File: config.mk
export PLATFORM = sky130hd
export DESIGN_NAME = scroll_tile_fetch
export DESIGN_NICKNAME = d
export VERILOG_FILES = /design/src/rtl/scroll_tile_fetch.sv
export SDC_FILE = /design/constraint.sdc
export NUM_CORES = 1
export LEC_CHECK = 0
export ABC_CLOCK_PERIOD_IN_PS = 3640
export BUFFER_PORTS_ARGS = -buffer_cell sky130_fd_sc_hd__buf_2
export CELL_PAD_IN_SITES_DETAIL_PLACEMENT = 0
export CELL_PAD_IN_SITES_GLOBAL_PLACEMENT = 1
export CORE_MARGIN = 1
export CORE_UTILIZATION = 35
export DETAILED_ROUTE_END_ITERATION = 10
export PLACE_DENSITY_LB_ADDON = 0.1
export RECOVER_POWER = 100
export SETUP_SLACK_MARGIN = 0.3
export SYNTH_ARGS = -nofsm -noshare
export SYNTH_HDL_FRONTEND = slang
export SYNTH_SLANG_ARGS = --single-unit
export TNS_END_PERCENT = 5
File: constraint.sdc
create_clock -name clk -period 3.64 [get_ports clk]
set_clock_uncertainty 0.1 [all_clocks]
set_input_delay 0.546 -clock clk [delete_from_list [all_inputs] [get_ports clk]]
set_output_delay 0.546 -clock clk [all_outputs]
set_load 0.02 [all_outputs]
File: src/rtl/scroll_tile_fetch.sv
module scroll_tile_fetch #(
  parameter int PX_W  = 4,
  parameter int COL_W = 4,
  parameter int ROW_W = 5,
  parameter int SCR_W = 8,
  parameter int DW    = 8,
  localparam int XW    = COL_W + PX_W,
  localparam int YW    = ROW_W + PX_W,
  localparam int AW    = ROW_W + COL_W + 1,
  localparam int PAL_W = DW - 3
) (
  input  logic             clk,
  input  logic             rst_n,
  input  logic [SCR_W-1:0] scroll_lo,
  input  logic [SCR_W-1:0] scroll_hi,
  input  logic [XW-1:0]    pix_x,
  input  logic [YW-1:0]    pix_y,
  input  logic             req,
  output logic [AW-1:0]    code_addr,
  output logic [AW-1:0]    attr_addr,
  input  logic [DW-1:0]    code_rd,
  input  logic [DW-1:0]    attr_rd,
  output logic             tile_vld,
  output logic [DW:0]      tile_num,
  output logic             flip_x,
  output logic             flip_y,
  output logic [PAL_W-1:0] palette,
  output logic [PX_W-1:0]  px_off_x,
  output logic [PX_W-1:0]  px_off_y
);

  localparam int CRS_W = 2 * SCR_W - PX_W;

  logic [CRS_W-1:0] coarse;
  logic [YW-1:0]    line;
  logic             s1_vld;
  logic [PX_W-1:0]  s1_offx;
  logic [PX_W-1:0]  s1_offy;

  assign coarse    = {scroll_hi, scroll_lo[SCR_W-1:PX_W]};
  assign line      = {coarse[ROW_W-1:0], scroll_lo[PX_W-1:0]} + pix_y;
  assign code_addr = {line[YW-1:PX_W], 1'b0, pix_x[XW-1:PX_W]};
  assign attr_addr = {line[YW-1:PX_W], 1'b1, pix_x[XW-1:PX_W]};

  always_ff @(posedge clk or negedge rst_n) begin
    if (!rst_n) begin
      s1_vld  <= 1'b0;
      s1_offx <= '0;
      s1_offy <= '0;
    end else begin
      s1_vld  <= req;
      s1_offx <= pix_x[PX_W-1:0];
      s1_offy <= line[PX_W-1:0];
    end
  end

  always_ff @(posedge clk or negedge rst_n) begin
    if (!rst_n) begin
      tile_vld <= 1'b0;
      tile_num <= '0;
      flip_x   <= 1'b0;
      flip_y   <= 1'b0;
      palette  <= '0;
      px_off_x <= '0;
      px_off_y <= '0;
    end else begin
      tile_vld <= s1_vld;
      if (s1_vld) begin
        tile_num <= {attr_rd[DW-1], code_rd};
        flip_x   <= attr_rd[DW-2];
        flip_y   <= attr_rd[DW-3];
        palette  <= attr_rd[PAL_W-1:0];
        px_off_x <= s1_offx ^ {PX_W{attr_rd[DW-2]}};
        px_off_y <= s1_offy ^ {PX_W{attr_rd[DW-3]}};
      end
    end
  end

endmodule

# After elaboration in Yosys (flattened, before gate mapping)
# Cells that the tools add are included.
[word_totals] ff_bits=34 inputBits=52 output_inout_bits=45 wordCells=13
[classes] add_sub_neg=1 bitwise_logic=2
[ops] cell="adder 9 bit" count=1
[ops] cell="bitwise XOR 4 bit" count=2

# Depth between registers and ports, before layout
[logic_depth] ltp_word=1 ltp_mapped=7 depth_no_buf=6

# Worst setup path before layout
# No wires, ideal clock.
[synth_timing] path_kind="input -> output" start="input port scroll_lo[0]" end="output port attr_addr[7]" arrival_ps=2034 required_time_ps=2994 slack_ps=960 cell_stages=7 path_buffers=1 cell_sequence="ha_1 > fa_1 > a21o_2 > a21oi_2 > o21ai_0 > xor2_1 > buf_4"
[synth_between] elab_chain_cells=1
[synth_rtl] element="from (decl)" line="14" source="input logic [SCR_W-1:0] scroll_lo,"
[synth_rtl] element="adder 9 bit" line="41" source="assign line = {coarse[ROW_W-1:0], scroll_lo[PX_W-1:0]} + pix_y;"
[synth_rtl] element="to (decl)" line="20" source="output logic [AW-1:0] attr_addr,"
# No other way between the ends.

# Final worst setup path
[layout_timing] start="input port scroll_lo[0]" end="output port code_addr[7]"
[layout_between] elab_chain_cells=1
[layout_rtl] element="adder 9 bit" line="41"
[layout_rtl] element="to (decl)" line="19" source="output logic [AW-1:0] code_addr,"
# No other way between the ends.

==> results.sh <==
export IMPL_outcome="finished, violations left"
export IMPL_violations="max-capacitance violations, max-slew violations"
export IMPL_fp_dieArea_sq_um=5150
export IMPL_critPathMaxStageDelay_ps=410
export IMPL_avgRoutedWirePerCell_um=12.1
export IMPL_grt_usage_pct=12.4
export IMPL_worstSetupEndpointType="output port"
export IMPL_synth_top_cell_by_area="dfrtp_1"
export IMPL_area_growth_pct=17.0
export IMPL_holdWs_ps=273
export IMPL_avgSynthCellArea_sq_um=11.9
export IMPL_fmax_ghz=0.322
export IMPL_ys_async_sr_fraction_pct=100
export IMPL_drtIter0Drc=41
export IMPL_layout_cells_most_common="buf_2"
export IMPL_fin_crit_ps=3100
export IMPL_io_pins=97
export IMPL_totalWireLength_um=3070
export IMPL_clockBufferDepth=2
export IMPL_pre_cts_ws_ps=721
export IMPL_final_nets=260
export IMPL_hold_path_class="in -> reg"
export IMPL_rsz0062_at_grt="no"
export IMPL_vias=1169
export IMPL_die_w_um=71.8
export IMPL_synth_flop_cell="dfrtp_1"
export IMPL_ir_worst_vdd_uv=135
export IMPL_yosysSeqAreaShare_pct=50.0
export IMPL_die_h_um=71.8
export IMPL_syn_area_sq_um=1700
export IMPL_ant_nets=0
export IMPL_cts_root_buf="clkbuf_8"
export IMPL_grt_pass1_wl_um=4910
export IMPL_cts_resized=0
export IMPL_cts_sinks=34
export IMPL_setup_tns_final_ps=0
export IMPL_maxSlewViolCount=35
export IMPL_critical_path_arrival_ps=2460
export IMPL_syn_num_nets=204
export IMPL_fin_util_pct=42.5
export IMPL_finalSetupViolations=0
export IMPL_ys_ff_latch=34
export IMPL_synthTopCellsByArea="dfrtp_1 (50%), mux2_2 (11%), buf_4 (9.3%)"
export IMPL_rows=25
export IMPL_slew_headroom_pct=-18.3
export IMPL_critPathKind="in -> out"
export IMPL_yosysTopAreaCellShare_pct=50.0
export IMPL_viasPerCell=4.62
export IMPL_worstPathCellList="buf_2 > ha_1 > fa_1 > a21o_2 > a21oi_1 > o21ai_0 > xor2_1 > clkbuf_1"
export IMPL_p_per_area_nw_per_um2=476
export IMPL_coreArea_sq_um=4690
export IMPL_gp_congestion=0.629
export IMPL_cts_buffers=5
export IMPL_slowest_stage="fa_1"
export IMPL_final_layout_size_suffix_gt1_share_pct=32.7
export IMPL_worst_slack_ps=538
export IMPL_clk_pin_slew_worst_paths_ps=70
export IMPL_gr_total_overflow=0
export IMPL_htree_levels=2
export IMPL_ys_warn_count=0
export IMPL_first_pass_iters=4
export IMPL_cp_data_required_time_ps=2990
export IMPL_drc_errors=0
export IMPL_tightest_slew_ps=1770
export IMPL_leakagePower_nw=0.901
export IMPL_syn_inst=143
export IMPL_hpwl_um=2320
export IMPL_maxCapViolCount=1
export IMPL_grt_pass1_vias=1167
export IMPL_io_buffers=75
export IMPL_crit_fanout=3
export IMPL_antennaDiodeCount=0
export IMPL_antenna_found_initial=0
export IMPL_mostFrequentLayoutCells="buf_2 (40), clkbuf_1 (35), dfrtp_1 (34), mux2_2 (16)"
export IMPL_crit_path_start_kind="primary input"
export IMPL_hold_buffers=0
export IMPL_finalHoldViolCount=0
export IMPL_fin_crit_sh_pct=85.2
export IMPL_start_util_pct=36.3
export IMPL_synth_edf_count=0
export IMPL_cts_setup_buffers=0
export IMPL_insertion_delay_ps=280
export IMPL_grt_max_degree=35
export IMPL_ys_types=28
export IMPL_cts_tree="done"
-- flip-flops by register name, indices dropped and copies added, names as in the netlist --
register,flops
flip_x,1
flip_y,1
palette,5
px_off_x,4
px_off_y,4
s1_offx,4
s1_offy,4
s1_vld,1
tile_num,9
tile_vld,1
-- cell type report --
class	instances	area (sq um)
inverter	1	3.75
fill	487	2700
clock inverter	2	10.0
sequential	34	851
multi-input combinational	82	661
tap	54	67.6
timing repair buffer	75	332
clock buffer	5	68.8
-- kinds of logic after synthesis --
kind of cell    Yosys count  synth area share [%]
fa+ha+maj                 9                  7.05
xor+xnor                 15                  7.72
simple gates             17                  4.48
mux                      17                  11.2
buf+inv                  27                  10.7
compound gates           22                  8.45
other cells               2                 0.441
flops                    34                  50.0
-- Yosys cell counts (2+ instances only) --
cell type	instances
buf_2	2
mux2_2	16
ha_1	8
nor2_1	8
xnor2_1	13
o21ai_0	2
xor2_1	2
a21oi_1	12
dfrtp_1	34
conb_1	2
nor3_1	2
nand2_1	4
buf_4	21
clkbuf_1	3
-- report_power, final --
| part | switching [mW] | internal [mW] |
|---|---|---|
| registers | 0.0252 | 0.420 |
| clock network | 0.127 | 0.128 |
| logic | 0.155 | 0.0948 |
| total | 0.306 | 0.643 |
-- through the flow --
step / cells / total power [mW] / area, sq um
3_3_place_gp: 246 / 0.714 / 1970
5_1_grt: 253 / 1.00 / 1990
2_1_floorplan: 143 / 0.669 / 1700
3_5_place_dp: 246 / 0.720 / 1970
6_report: 253 / 0.949 / 1990
4_1_cts: 253 / 0.982 / 2050
-- metal layers --
layer	GRT usage (%)	wire length [um]
met5	0	0
met4	7.41	53
met3	3.94	278
met2	22.0	1530
met1	12.7	1210
-- final timing paths --
kind                              start      endpoint  slack, ps  depth (start not counted)
max reg2reg                      s1_vld    palette[2]       1900                          1
min                                 req        s1_vld        270                          1
min reg2reg                 tile_num[7]   tile_num[7]        400                          1
max in group asynchronous         rst_n    s1_offy[0]       1780                          1
max                        scroll_lo[0]  code_addr[7]        540                          8
min in group asynchronous         rst_n   tile_num[2]        630                          1
-- worst max-delay path: cells and delay by family --
kind                     cells  cell delay [ps]
adder cells (fa/ha/maj)      2              640
buffers and inverters        2              350
XOR/XNOR                     1              200
AO/OA/AOI/OAI                3              720
Note: power is estimated with default switching activity, not from simulation.
